$ cat config.mk
export PLATFORM = sky130hd
export DESIGN_NAME = otp_prog_seq
export DESIGN_NICKNAME = d
export VERILOG_FILES = /design/src/rtl/otp_seq_pkg.sv /design/src/rtl/otp_tick_gen.sv /design/src/rtl/otp_tick_timer.sv /design/src/rtl/otp_prog_seq.sv
export SDC_FILE = /design/constraint.sdc
export NUM_CORES = 1
export LEC_CHECK = 0
export BUFFER_PORTS_ARGS = -buffer_cell sky130_fd_sc_hd__buf_2
export CAP_MARGIN = 15
export CORE_MARGIN = 5
export CORE_UTILIZATION = 45
export DETAILED_ROUTE_END_ITERATION = 8
export GPL_TIMING_DRIVEN = 0
export PLACE_DENSITY = 0.74
export SYNTH_ARGS = -nofsm -noshare
export SYNTH_HDL_FRONTEND = slang
export SYNTH_SLANG_ARGS = --single-unit
$ cat constraint.sdc
create_clock -name clk -period 4.1 [get_ports clk]
set_input_delay 0.205 -clock clk [delete_from_list [all_inputs] [get_ports clk]]
set_output_delay 0.205 -clock clk [all_outputs]
set_load 0.01 [all_outputs]
$ cat src/rtl/otp_seq_pkg.sv
package otp_seq_pkg;

    typedef enum logic [4:0] {
        ST_IDLE,
        ST_CORE_UP,
        ST_HV_UP,
        ST_P1_SETUP,
        ST_P1_PULSE,
        ST_P1_HOLD,
        ST_V_SETUP,
        ST_V_READ,
        ST_R_SETUP,
        ST_R_PULSE,
        ST_R_HOLD,
        ST_HV_DN,
        ST_CORE_DN,
        ST_F_SETUP,
        ST_F_READ,
        ST_FINISH
    } seq_state_e;

    typedef struct packed {
        logic en_n;
        logic rd_n;
        logic core_hi;
        logic hv_on;
    } pin_ctl_t;

    function automatic pin_ctl_t state_pins(seq_state_e s);
        pin_ctl_t p;
        p.en_n    = !(s inside {ST_P1_PULSE, ST_R_PULSE, ST_F_READ});
        p.rd_n    = !(s inside {ST_V_READ, ST_F_READ});
        p.core_hi = s inside {ST_CORE_UP, ST_HV_UP, ST_P1_SETUP, ST_P1_PULSE,
                              ST_P1_HOLD, ST_V_SETUP, ST_V_READ, ST_R_SETUP,
                              ST_R_PULSE, ST_R_HOLD, ST_HV_DN};
        p.hv_on   = s inside {ST_HV_UP, ST_P1_SETUP, ST_P1_PULSE, ST_P1_HOLD,
                              ST_V_SETUP, ST_V_READ, ST_R_SETUP, ST_R_PULSE,
                              ST_R_HOLD};
        return p;
    endfunction

    function automatic logic is_active(seq_state_e s);
        return (s != ST_IDLE) && (s != ST_FINISH);
    endfunction

endpackage

$ cat src/rtl/otp_tick_gen.sv
module otp_tick_gen #(
    parameter int unsigned TICK_DIV = 125
) (
    input  logic clk,
    input  logic rst,
    input  logic clr,
    output logic tick
);
    localparam int unsigned CW = (TICK_DIV > 1) ? $clog2(TICK_DIV) : 1;

    logic [CW-1:0] div_q;

    assign tick = (div_q == CW'(TICK_DIV - 1));

    always_ff @(posedge clk) begin
        if (rst || clr || tick) div_q <= '0;
        else                    div_q <= div_q + 1'b1;
    end
endmodule

$ cat src/rtl/otp_tick_timer.sv
module otp_tick_timer #(
    parameter int unsigned CNT_W = 7
) (
    input  logic             clk,
    input  logic             rst,
    input  logic             load,
    input  logic [CNT_W-1:0] load_val,
    input  logic             tick,
    output logic             expired
);
    logic [CNT_W-1:0] cnt_q;

    assign expired = (cnt_q == '0);

    always_ff @(posedge clk) begin
        if (rst)                     cnt_q <= '0;
        else if (load)               cnt_q <= load_val;
        else if (tick && !expired)   cnt_q <= cnt_q - 1'b1;
    end

    // a fresh load never reports expiry in the cycle that follows it
    AST_LOAD_NOT_EXPIRED: assert property (@(posedge clk) disable iff (rst)
        (load && load_val != '0) |=> !expired);
endmodule

$ cat src/rtl/otp_prog_seq.sv
module otp_prog_seq
    import otp_seq_pkg::*;
#(
    parameter int unsigned ADDR_W    = 15,
    parameter int unsigned DATA_W    = 8,
    parameter int unsigned TICK_DIV  = 125,
    parameter int unsigned PULSE_US  = 100,
    parameter int unsigned SETUP_US  = 2,
    parameter int unsigned HOLD_US   = 2,
    parameter int unsigned READ_US   = 1,
    parameter int unsigned MAX_RETRY = 10,
    localparam int unsigned RTY_W    = $clog2(MAX_RETRY + 1)
) (
    input  logic              clk,
    input  logic              rst,
    input  logic              start,
    input  logic [DATA_W-1:0] fetch_data,
    input  logic [DATA_W-1:0] rd_data,
    output logic [ADDR_W-1:0] mem_addr,
    output logic [DATA_W-1:0] mem_wdata,
    output logic              mem_en_n,
    output logic              mem_rd_n,
    output logic              sup_core_hi,
    output logic              sup_hv_on,
    output logic              busy,
    output logic              done,
    output logic              pass,
    output logic [ADDR_W-1:0] fail_addr,
    output logic [RTY_W-1:0]  retry_count
);
    localparam int unsigned MAX_A   = (PULSE_US > SETUP_US) ? PULSE_US : SETUP_US;
    localparam int unsigned MAX_B   = (HOLD_US > READ_US) ? HOLD_US : READ_US;
    localparam int unsigned MAX_DUR = (MAX_A > MAX_B) ? MAX_A : MAX_B;
    localparam int unsigned TMR_W   = $clog2(MAX_DUR + 1);

    seq_state_e        state_q, state_d;
    logic [ADDR_W-1:0] addr_q;
    logic [RTY_W-1:0]  retry_q;
    logic [ADDR_W-1:0] fail_addr_q;
    logic              done_q, pass_q, abort_q;
    logic              tick, tmr_load, tmr_exp;
    logic [TMR_W-1:0]  tmr_val;
    logic              byte_ok, at_last, retry_spent;
    pin_ctl_t          pins;

    function automatic logic [TMR_W-1:0] dur_of(seq_state_e s);
        case (s)
            ST_P1_PULSE, ST_R_PULSE: return TMR_W'(PULSE_US);
            ST_P1_HOLD,  ST_R_HOLD:  return TMR_W'(HOLD_US);
            ST_V_READ,   ST_F_READ:  return TMR_W'(READ_US);
            default:                 return TMR_W'(SETUP_US);
        endcase
    endfunction

    otp_tick_gen #(.TICK_DIV(TICK_DIV)) tick_i (
        .clk(clk), .rst(rst), .clr(tmr_load), .tick(tick)
    );

    otp_tick_timer #(.CNT_W(TMR_W)) tmr_i (
        .clk(clk), .rst(rst), .load(tmr_load), .load_val(tmr_val),
        .tick(tick), .expired(tmr_exp)
    );

    assign byte_ok     = (rd_data == fetch_data);
    assign at_last     = (addr_q == {ADDR_W{1'b1}});
    assign retry_spent = (retry_q == RTY_W'(MAX_RETRY));

    always_comb begin
        state_d = state_q;
        unique case (state_q)
            ST_IDLE, ST_FINISH: if (start) state_d = ST_CORE_UP;
            ST_CORE_UP:  if (tmr_exp) state_d = ST_HV_UP;
            ST_HV_UP:    if (tmr_exp) state_d = ST_P1_SETUP;
            ST_P1_SETUP: if (tmr_exp) state_d = ST_P1_PULSE;
            ST_P1_PULSE: if (tmr_exp) state_d = ST_P1_HOLD;
            ST_P1_HOLD:  if (tmr_exp) state_d = at_last ? ST_V_SETUP : ST_P1_SETUP;
            ST_V_SETUP:  if (tmr_exp) state_d = ST_V_READ;
            ST_V_READ:
                if (tmr_exp) begin
                    if (byte_ok)          state_d = at_last ? ST_HV_DN : ST_V_SETUP;
                    else if (retry_spent) state_d = ST_HV_DN;
                    else                  state_d = ST_R_SETUP;
                end
            ST_R_SETUP:  if (tmr_exp) state_d = ST_R_PULSE;
            ST_R_PULSE:  if (tmr_exp) state_d = ST_R_HOLD;
            ST_R_HOLD:   if (tmr_exp) state_d = ST_V_READ;
            ST_HV_DN:    if (tmr_exp) state_d = ST_CORE_DN;
            ST_CORE_DN:  if (tmr_exp) state_d = abort_q ? ST_FINISH : ST_F_SETUP;
            ST_F_SETUP:  if (tmr_exp) state_d = ST_F_READ;
            ST_F_READ:
                if (tmr_exp) state_d = (!byte_ok || at_last) ? ST_FINISH : ST_F_SETUP;
            default:     state_d = ST_IDLE;
        endcase
    end

    assign tmr_load = (state_d != state_q);
    assign tmr_val  = dur_of(state_d);

    always_ff @(posedge clk) begin
        if (rst) begin
            state_q     <= ST_IDLE;
            addr_q      <= '0;
            retry_q     <= '0;
            fail_addr_q <= '0;
            done_q      <= 1'b0;
            pass_q      <= 1'b0;
            abort_q     <= 1'b0;
        end else begin
            state_q <= state_d;
            unique case (state_q)
                ST_IDLE, ST_FINISH:
                    if (start) begin
                        addr_q      <= '0;
                        retry_q     <= '0;
                        fail_addr_q <= '0;
                        done_q      <= 1'b0;
                        pass_q      <= 1'b0;
                        abort_q     <= 1'b0;
                    end
                ST_P1_HOLD:
                    if (tmr_exp) addr_q <= addr_q + 1'b1;
                ST_V_READ:
                    if (tmr_exp) begin
                        if (byte_ok) begin
                            addr_q <= addr_q + 1'b1;
                            if (!at_last) retry_q <= '0;
                        end else if (retry_spent) begin
                            abort_q     <= 1'b1;
                            fail_addr_q <= addr_q;
                        end
                    end
                ST_R_SETUP:
                    if (tmr_exp) retry_q <= retry_q + 1'b1;
                ST_CORE_DN:
                    if (tmr_exp && abort_q) done_q <= 1'b1;
                ST_F_READ:
                    if (tmr_exp) begin
                        if (!byte_ok) begin
                            fail_addr_q <= addr_q;
                            done_q      <= 1'b1;
                        end else if (at_last) begin
                            done_q <= 1'b1;
                            pass_q <= 1'b1;
                        end else begin
                            addr_q <= addr_q + 1'b1;
                        end
                    end
                default: ;
            endcase
        end
    end

    assign pins        = state_pins(state_q);
    assign mem_en_n    = pins.en_n;
    assign mem_rd_n    = pins.rd_n;
    assign sup_core_hi = pins.core_hi;
    assign sup_hv_on   = pins.hv_on;
    assign mem_addr    = addr_q;
    assign mem_wdata   = fetch_data;
    assign busy        = is_active(state_q);
    assign done        = done_q;
    assign pass        = pass_q;
    assign fail_addr   = fail_addr_q;
    assign retry_count = retry_q;

    AST_HV_NEEDS_CORE: assert property (@(posedge clk) disable iff (rst)
        sup_hv_on |-> sup_core_hi);
    AST_PULSE_RD_OFF: assert property (@(posedge clk) disable iff (rst)
        (!mem_en_n && sup_hv_on) |-> mem_rd_n);
    AST_ADDR_HELD_IN_PULSE: assert property (@(posedge clk) disable iff (rst)
        (!mem_en_n && !$past(mem_en_n)) |-> $stable(mem_addr));
    AST_VERIFY_EN_OFF: assert property (@(posedge clk) disable iff (rst)
        (!mem_rd_n && sup_hv_on) |-> mem_en_n);
    AST_RETRY_BOUND: assert property (@(posedge clk) disable iff (rst)
        retry_count <= RTY_W'(MAX_RETRY));
    AST_FINAL_NOMINAL: assert property (@(posedge clk) disable iff (rst)
        (!mem_en_n && !mem_rd_n) |-> (!sup_hv_on && !sup_core_hi));
    AST_DONE_NOT_BUSY: assert property (@(posedge clk) disable iff (rst)
        done |-> !busy);
    AST_DONE_SUPPLIES_LOW: assert property (@(posedge clk) disable iff (rst)
        done |-> (!sup_hv_on && !sup_core_hi));
endmodule

# ---- After elaboration in Yosys (flattened, before gate mapping)
# Index checks and enable logic that the tools add are counted.
dict set report word_totals {
  wordCells 144
  ff_bits 56
  out_inout_bits 49
}
dict set report classes {
  add_sub_neg 4
  n_mux 57
  n_eq_ne 40
  n_reduce_logical 34
}
# operator count
set op_table {}
lappend op_table {{$mux 15} 12}
lappend op_table {{$mux 5} 14}
lappend op_table {{$pmux 5 s14} 1}
lappend op_table {{$pmux 15 s4} 1}
lappend op_table {{$eq 5x4->1 const B} 10}
lappend op_table {{$pmux 15 s3} 1}
lappend op_table {{$eq 5x3->1 const B} 6}
lappend op_table {{$mux 4} 7}
lappend op_table {{$ne 2x2->1 const B} 14}
lappend op_table {{$add 15x1->15 const B} 1}
lappend op_table {{$eq 15x15->1 const B} 1}
lappend op_table {{$reduce_and 5->1} 3}
lappend op_table {{$mux 7} 2}
lappend op_table {{$pmux 7 s2} 1}
lappend op_table {{$pmux 4 s3} 1}
lappend op_table {{$reduce_bool 3->1} 4}
lappend op_table {{$reduce_bool 11->1} 1}
lappend op_table {{$eq 5x2->1 const B} 2}
lappend op_table {{$mux 1} 10}
lappend op_table {{$reduce_bool 9->1} 1}
lappend op_table {{$eq 8x8->1} 1}
lappend op_table {{$reduce_and 8->1} 1}
lappend op_table {{$reduce_bool 2->1} 4}
lappend op_table {{$reduce_or 2->1} 4}
lappend op_table {{other kinds (22)} 32}

# ---- Longest topological paths before layout
# Gate-level depths: netlist of the first run.
dict set report logic_depth {
  ltp_word 10
  mapped_depth 12
}

# ---- Modules after synthesis
# A second synthesis of the first run with hierarchy kept.
dict set report unflattened {
  cells_unflattened 413
  area_unflattened_um2 3333.2
}
# mod instances cells_each area_per_inst_um2
set modules_own_cells {}
lappend modules_own_cells {otp_prog_seq 1 329 2596.2}
lappend modules_own_cells {otp_tick_timer 1 48 419.2}
lappend modules_own_cells {otp_tick_gen 1 36 317.8}

# ---- Worst setup path before layout of the first run
# Ideal clock, no wire load.
dict set report synth_timing {
  kind {reg2reg}
  start {register tmr_i.cnt_q[0]}
  end {register tmr_i.cnt_q[1]}
  path_slack_ns 1.084
  t_arrival_ns 2.900
  stages_incl_launch_ff 12
  setup_ns 0.117
  required_ns 3.983
  path_cell_list {dfxtp_1 inv_1 ha_1 or4b_4 buf_6 or2_4 o311a_1 o32a_1 and3_4 or3_1 a211o_1 a22o_1}
}
dict set report synth_via {
  elab_chain_len 7
  word_cells_on_any_way 29
  cone_classes {1 x add/sub; 5 x eq/ne; 17 x mux; 6 x reduce/logical}
}
# item line
set synth_rtl {}
lappend synth_rtl {{from (decl)} otp_tick_timer.sv:11} ;# logic [CNT_W-1:0] cnt_q;
lappend synth_rtl {{from (signal assigned)} otp_tick_timer.sv:17} ;# else if (load) cnt_q <= load_val;
lappend synth_rtl {{from (signal assigned)} otp_tick_timer.sv:18} ;# else if (tick && !expired) cnt_q <= cnt_q - 1'b1;
lappend synth_rtl {{$logic_not 7->1} otp_tick_timer.sv:13} ;# assign expired = (cnt_q == '0);
lappend synth_rtl {{$mux 5 (tied with other cells)} otp_prog_seq.sv:91} ;# if (tmr_exp) state_d = (!byte_ok || at_last) ? ST_FINISH : ST_F_SETUP;
lappend synth_rtl {{$pmux 5 s14} otp_prog_seq.sv:70} ;# unique case (state_q)
lappend synth_rtl {{$eq 5x3->1 or $eq 5x4->1 (tied branches)} otp_prog_seq.sv:47} ;# case (s)
lappend synth_rtl {{$reduce_or 2->1} otp_prog_seq.sv:47}
lappend synth_rtl {{$pmux 7 s2} otp_prog_seq.sv:47}
lappend synth_rtl {{$mux 7} otp_tick_timer.sv:17}
# Several ways; a longest one is shown, not always the timed one. The select of a mux whose other input is x is not followed.
# A chain may end at the register's enable or synchronous reset.

# ---- Final worst setup path of the first run
# Ends and elaborated chain as after synthesis.

==> flow_summary_export.csv, run 1 <==
group,metric,value,unit
run_status,status,"finished clean",
clock_tree,cts.sinks,56,
die,start_util,45.8,%
logic_synthesis,syn_avg_cell_area,8.00,um^2
final_layout,nFillCells,687,
place,place.gp.congestion,0.892,
logic_synthesis,synth_edf_count,0,
power,switchingPower,264,uW
timing,setup_tns,0,ps
logic_synthesis,yosysMostFrequentCell,"dfxtp_1",
global_routing,grt_pass1_wl,13.1,mm
power,cellLeakagePower,0.00149,uW
detailed_routing,drc,0,
logic_synthesis,synth_area_leaders,"dfxtp_1 36%, nand3_1 5.7%, a21oi_1 5.5%, xor2_1 5.4%, nand2_1 5.0%",
worst_hold_path,hold_class,"in -> reg",
detailed_routing,viasPerCell,5.56,
final_layout,synthToLayoutAreaGrowth,17.0,%
clock_tree,numCtsBuffers,5,
timing,worst_clock_skew,21.1,ps
clock_tree,cts_tree,"done",
timing,period_needed,3330,ps
clock_tree,clk_pin_slew,100,ps
critical_path,endpoint_kind,"flop",
logic_synthesis,synth_top_area_cell,"dfxtp_1",
logic_synthesis,synth_common_cells,"56 x dfxtp_1, 41 x nand2_1, 36 x nor2_1",
worst_hold_path,min_from,"rst",
clock_tree,htreeDepth,2,
clock_tree,clk_latency,320,ps
logic_synthesis,ys_types,58,
global_routing,grt.overflow.total,0,
logic_synthesis,ys_ff_latch,56,
timing,fmax,0.300,GHz
clock_tree,max-clock-path-buffers,2,
critical_path,rr_startpoint,"tmr_i.cnt_q[0]$_SDFFE_PP0P_",
final_layout,drive_gt1_share,21.4,%
final_layout,n_antenna_cell,0,
die,core_area,6760,um^2
critical_path,startpoint_type,"flop",
critical_path,crit_fanout,7,
logic_synthesis,ys_seq_area_share,36.2,%
detailed_routing,wire_per_inst,14.7,um
clock_tree,cts_resized,0,
logic_synthesis,synth_nets,412,
place,portBuffers,67,
die,die_y,92.9,um
power,power.total,987,uW
power,clkPwrFrac,31.7,%
global_routing,grt_pass1_vias,2774,
detailed_routing,drtIter0Drc,200,
clock_tree,cts_setup_buffers,0,
clock_tree,cts_root_buffer,"clkbuf_8",
power,pwr-share-comb,12.2,%
clock_tree,cts_hold_buf,0,
place,post-dp-hpwl,6.04,mm
critical_path,startpoint,"tmr_i.cnt_q[0]$_SDFFE_PP0P_",
global_routing,grtUsageTotal,18.4,%
logic_synthesis,yosys_warnings,0,
logic_synthesis,synthArstFlopShare,0,%
run,max-cap-violations,0,
die,die_w,92.9,um
final_layout,finalNetCount,486,
critical_path,worst_ep_required_time,4300,ps
timing,fin_crit_sh,81.2,%
timing,setup_viol,0,
global_routing,grt_max_degree,19,
timing,slew_violations,0,
timing,max_slew_margin,45.1,%
power,intPower,723,uW
critical_path,cp.arrival,3530,ps
logic_synthesis,synth_top_area_share,36.2,%
global_routing,antenna_found_initial,0,
die,ios,68,
die,die_area,8640,um^2
logic_synthesis,netlist_instances,387,
detailed_routing,vias,3013,
detailed_routing,dr.pass1.iters,5,
critical_path,crit_type,"reg -> reg",
timing,hold_viol,0,
final_layout,stdcell_count,542,
die,num_rows,30,
power,power.density,273,nW/um^2
detailed_routing,postRouteAntennaNets,0,
power,p_seq_share,56.1,%
detailed_routing,routed_wl,7.94,mm
power,ir_drop,0.000182,V
timing,worst_pin_slew,816,ps
logic_synthesis,synth_ff_type,"dfxtp_1",
logic_synthesis,synth_area,3100,um^2
power,power.share.switching,26.7,%
place,dp_cells,534,
timing,grt_setup_unrepaired,"no",
timing,holdWs,347,ps
[final timing paths]
| path | slack [ps] | cells after the start | endpoint |
|---|---|---|---|
| hold reg to reg | 460 | 2 | fail_addr[13]$_SDFFE_PP0P_ |
| hold / removal | 350 | 3 | tmr_i.cnt_q[1]$_SDFFE_PP0P_ |
| setup / recovery | 770 | 11 | tmr_i.cnt_q[1]$_SDFFE_PP0P_ |
| setup reg to reg | 770 | 11 | tmr_i.cnt_q[1]$_SDFFE_PP0P_ |
[cells by family (layout without fill, tap and decap cells)]
family | Yosys count | in the layout | synth area share [%]
and+or+nand+nor | 177 | 177 | 29.1
AOI/OAI and AO/OA | 77 | 77 | 16.2
DFF | 56 | 56 | 36.2
buffers and inverters | 37 | 112 | 6.59
xor gates and xnor gates | 32 | 32 | 9.05
adders and majority gates | 6 | 6 | 2.43
other | 1 | 1 | 0.121
muxes | 1 | 1 | 0.323
[layout make-up]
cell class | instances | area (um^2) | share of cell area [%]
timing repair buffer | 67 | 335 | 9.26
inverter | 10 | 37.5 | 1.04
clock buffer | 5 | 68.8 | 1.90
tap | 80 | 100 | 2.76
buffer | 27 | 166 | 4.59
clock inverter | 3 | 22.5 | 0.622
multi-input combinational | 294 | 1770 | 48.9
sequential | 56 | 1120 | 31.0
[cells in the final DEF (no fill, tap or decap), types with 2 or more instances in the layout]
| cell | count |
|---|---|
| nand2b_1 | 2 |
| o21ai_0 | 7 |
| a21oi_1 | 34 |
| xnor2_1 | 13 |
| nor3_1 | 6 |
| nor4_1 | 4 |
| buf_4 | 9 |
| clkbuf_1 | 12 |
| nor2_1 | 36 |
| ha_1 | 6 |
| nor2b_1 | 5 |
| clkbuf_8 | 5 |
| a211o_1 | 3 |
| and2_1 | 10 |
| nand3_1 | 35 |
| buf_2 | 68 |
| or2_2 | 4 |
| or3_1 | 6 |
| nor3b_1 | 6 |
| and3_1 | 4 |
| nand2_1 | 41 |
| o22ai_1 | 3 |
| dfxtp_1 | 56 |
| a21o_1 | 3 |
| a31oi_1 | 3 |
| or4_1 | 3 |
| nand4_1 | 8 |
| a21boi_0 | 2 |
| buf_6 | 4 |
| inv_1 | 10 |
| a211oi_1 | 5 |
| xor2_1 | 19 |
[stage by stage]
step / worst slack (ps) / area, um^2 / utilization (%)
after floorplan: 1080 / 3100 / -
after global placement: 865 / 3530 / 52.3
after detailed placement: 842 / 3530 / 52.3
after CTS: 796 / 3620 / 53.6
after global routing: 572 / 3620 / 53.6
final: 770 / 3620 / 53.6
[worst max-delay path, cell delays in order, from the launching register on]
cell	delay [ps]
dfxtp_1	340
inv_1	80
ha_1	210
or4b_4	470
buf_6	150
or2_4	250
nor2_1	260
nand4_1	210
and3_4	280
or3_1	370
a211o_1	370
a22o_1	230
[layer usage]
layer | up-vias | GRT usage (%) | part of all wire (%)
met1 | 1411 | 24.4 | 46
met4 | 0 | 5.25 | 0.60
met3 | 4 | 3.90 | 6.0
met5 | - | 0 | 0
li1 | 1505 | - | -
met2 | 93 | 30.1 | 47
[registers in the layout, summed over array words and instances (netlist names)]
| signal | flops |
|---|---|
| state_q | 5 |
| tick_i.div_q | 7 |
| abort_q | 1 |
| fail_addr | 15 |
| retry_count | 4 |
| pass | 1 |
| mem_addr | 15 |
| done | 1 |
| tmr_i.cnt_q | 7 |
[power by group through the flow]
| stage | Sequential (uW) | Clock, uW | Combinational (uW) |
|---|---|---|---|
| 4_1_cts | 554 | 320 | 120 |
| 2_1_floorplan | 566 | 0 | 80.9 |
| 3_5_place_dp | 567 | 0 | 120 |
| 5_1_grt | 555 | 340 | 133 |
| 3_3_place_gp | 566 | 0 | 117 |
| 6_report | 554 | 313 | 120 |
Power figures use the tool's default switching activity.
==> inputs of run 2 (changes only) <==
Settings changed: ABC_AREA set to 1, PLACE_DENSITY 0.74 to 0.73.
Clock period 4.1 ns to 3.1 ns, I/O delays scaled along.
==> flow_summary_export.csv, run 2 <==
group,metric,value,unit
run_status,status,"finished clean",
final_layout,multi_input_area,2100,um^2
logic_synthesis,synthArstFlopShare,0,%
global_routing,grt_max_degree,20,
clock_tree,clk_pin_slew,110,ps
final_layout,nFillCells,798,
timing,period_needed,2650,ps
logic_synthesis,ys_types,40,
critical_path,cpMaxStageDelayCell,"dfxtp_1",
logic_synthesis,syn_avg_cell_area,6.49,um^2
timing,setup_tns,0,ps
logic_synthesis,synth_nets,588,
place,dp_cells,731,
logic_synthesis,ys_seq_area_share,30.7,%
clock_tree,cts_tree,"done",
power,pwr-share-comb,19.0,%
detailed_routing,wl_met1,4.07,mm
detailed_routing,vias,3704,
power,p_seq_share,51.6,%
detailed_routing,routed_wl,9.10,mm
detailed_routing,dr.pass1.iters,4,
clock_tree,cts_setup_buffers,0,
detailed_routing,postRouteAntennaNets,0,
logic_synthesis,synth_mux_area_share,0,%
timing,worst_clock_skew,9.92,ps
critical_path,cp_cell_sequence,"inv_1, ha_1, nand2_1, nor2_1, nand2_1, nand2_1, nand3_1, nor2_1, nand3_1, nand2_2, nand2_2, nand2_1, nand2_2, nor2_8, nand3_2, o21ai_0, nor2_1",
critical_path,crit_type,"reg -> reg",
logic_synthesis,synth_simple_gate_area_share,43.4,%
critical_path,startpoint,"tmr_i.cnt_q[0]$_SDFFE_PP0P_",
power,power.total,1460,uW
final_layout,drive_gt1_share,20.9,%
logic_synthesis,synth_common_cells,"145 x nand2_1, 71 x nor2_1, 65 x inv_1",
power,ir_drop,0.000283,V
global_routing,grt_pass1_wl,15.2,mm
timing,slew_violations,0,
clock_tree,cts_resized,0,
place,post_dp_cell_area,4110,um^2
logic_synthesis,synth-compound-area-share,9.59,%
global_routing,antenna_found_initial,0,
detailed_routing,highest_layer,"met4",
global_routing,grtUsageTotal,18.2,%
worst_hold_path,hold-path-cell-count,2,
critical_path,crit_path_max_incr_delay,350,ps
timing,max_slew_margin,64.0,%
clock_tree,max-clock-path-buffers,2,
die,die_y,100,um
critical_path,ff2ff_path_depth,17,
global_routing,grt.overflow.total,0,
timing,grt_setup_unrepaired,"no",
logic_synthesis,synth_xor_area_share,2.40,%
die,die_area,10000,um^2
die,num_rows,32,
power,intPower,1000,uW
logic_synthesis,synth_fa_ha_area_share,2.06,%
final_layout,synthToLayoutAreaGrowth,15.1,%
critical_path,startpoint_type,"flop",
worst_hold_path,min_from,"rst",
detailed_routing,met2_length,4.26,mm
power,cellLeakagePower,0.00204,uW
logic_synthesis,yosys_warnings,0,
clock_tree,numCtsBuffers,5,
final_layout,n_antenna_cell,0,
clock_tree,htreeDepth,2,
critical_path,critical_path.top_delay_family,"simple AND/OR/NAND/NOR gates",
die,core_area,7810,um^2
logic_synthesis,yosysMostFrequentCell,"nand2_1",
critical_path,worst_ep_required_time,3320,ps
run,max-cap-violations,0,
logic_synthesis,ys_ff_latch,56,
timing,hold_viol,0,
power,clkPwrFrac,29.4,%
logic_synthesis,synth_area_leaders,"dfxtp_1 31%, nand2_1 15%, nor2_1 7.3%, inv_1 6.7%, a21oi_1 5.6%",
detailed_routing,drtIter0Drc,180,
logic_synthesis,synth_area,3650,um^2
detailed_routing,viasPerCell,5.01,
timing,fin_crit_sh,85.5,%
logic_synthesis,synth_ff_type,"dfxtp_1",
power,switchingPower,455,uW
final_layout,final_design_area_no_fill,4210,um^2
critical_path,cp_common_cell,"nand2_1",
logic_synthesis,synth_top_family_by_area,"simple AND/OR/NAND/NOR gates",
clock_tree,cts_root_buffer,"clkbuf_8",
clock_tree,cts_hold_buf,0,
worst_hold_path,whs_endpoint,"fail_addr[2]$_SDFFE_PP0P_",
final_layout,final_common_cell,"nand2_1",
global_routing,grt_pass1_vias,3370,
power,power.share.switching,31.2,%
final_layout,finalNetCount,661,
detailed_routing,drc,0,
detailed_routing,wire_per_inst,12.3,um
critical_path,worstReg2RegEnd,"tmr_i.cnt_q[0]$_SDFFE_PP0P_",
critical_path,path_buf_inv,1,
logic_synthesis,synth_edf_count,0,
timing,worst_pin_slew,535,ps
critical_path,crit_fanout,10,
logic_synthesis,netlist_instances,563,
timing,fmax,0.377,GHz
logic_synthesis,synth_top_area_share,30.7,%
die,die_w,100,um
critical_path,rr_startpoint,"tmr_i.cnt_q[0]$_SDFFE_PP0P_",
final_layout,mostFrequentLayoutCells,"145 x nand2_1, 71 x nor2_1, 67 x buf_2, 65 x inv_1, 56 x dfxtp_1",
power,power.density,347,nW/um^2
timing,setup_viol,0,
place,post-dp-hpwl,7.12,mm
worst_hold_path,hold_class,"in -> reg",
clock_tree,cts.sinks,56,
logic_synthesis,synth_top_area_cell,"dfxtp_1",
clock_tree,clk_latency,320,ps
critical_path,endpoint_kind,"flop",
final_layout,ff_latch_area,1120,um^2
critical_path,rrSetupSlack,450,ps
place,place.gp.congestion,0.904,
detailed_routing,met3WireLength,660,um
die,start_util,46.8,%
die,ios,68,
final_layout,stdcell_count,739,
critical_path,cp.arrival,2870,ps
place,portBuffers,66,
==> run 2: changes by cell type after synthesis, moves of 10 or more <==
cell      previous run  this run
and2_1              10         0
nor2_1              36        71
nand2_1             41       145
inv_1               10        65
nand3b_1             1        16
xor2_1              19         4
==> run 2: through the flow <==
stage | hold WS (ps) | worst slack [ps] | util (%)
final | 276 | 450 | 53.9
after floorplan | 402 | 925 | -
after detailed placement | 441 | 468 | 52.6
after CTS | 262 | 437 | 53.9
after global routing | 295 | 130 | 53.9
after global placement | 439 | 510 | 52.6
==> run 2: cell families after synthesis <==
group                      Yosys count
and+or+nand+nor                    327
buffers and inverters               97
AOI/OAI and AO/OA                   66
DFF                                 56
xor gates and xnor gates            10
adders and majority gates            6
other                                1
==> run 2: power groups by stage <==
stage          Sequential [uW]  Combinational (uW)  Clock, uW
2_1_floorplan              768                 202          0
3_5_place_dp               769                 276          0
3_3_place_gp               769                 269          0
4_1_cts                    752                 278        442
5_1_grt                    756                 311        475
6_report                   752                 277        430
==> run 2: cell type report <==
type | instances | share of cell area, %
Multi-Input combinational cell | 410 | 50.0
Buffer | 22 | 3.51
Tap cell | 102 | 3.03
Clock inverter | 3 | 0.625
Sequential cell | 56 | 26.7
Clock buffer | 5 | 1.64
Inverter | 75 | 6.69
Timing Repair Buffer | 66 | 7.85
==> run 2: per-layer routing <==
metal,global-route usage [%],vias to the layer above
met1,23.2,1657
met4,4.87,0
met2,31.7,108
met5,0,-
li1,-,1930
met3,3.47,9
==> run 2: worst max-delay path by stage <==
stage	end	slack (ps)	cells past startpoint
after detailed placement	tmr_i.cnt_q[0]$_SDFFE_PP0P_	470	17
final	tmr_i.cnt_q[0]$_SDFFE_PP0P_	450	17
after floorplan	tmr_i.cnt_q[0]$_SDFFE_PP0P_	930	17
after CTS	tmr_i.cnt_q[0]$_SDFFE_PP0P_	440	17
after global routing	tmr_i.cnt_q[0]$_SDFFE_PP0P_	130	17
after global placement	tmr_i.cnt_q[0]$_SDFFE_PP0P_	510	17
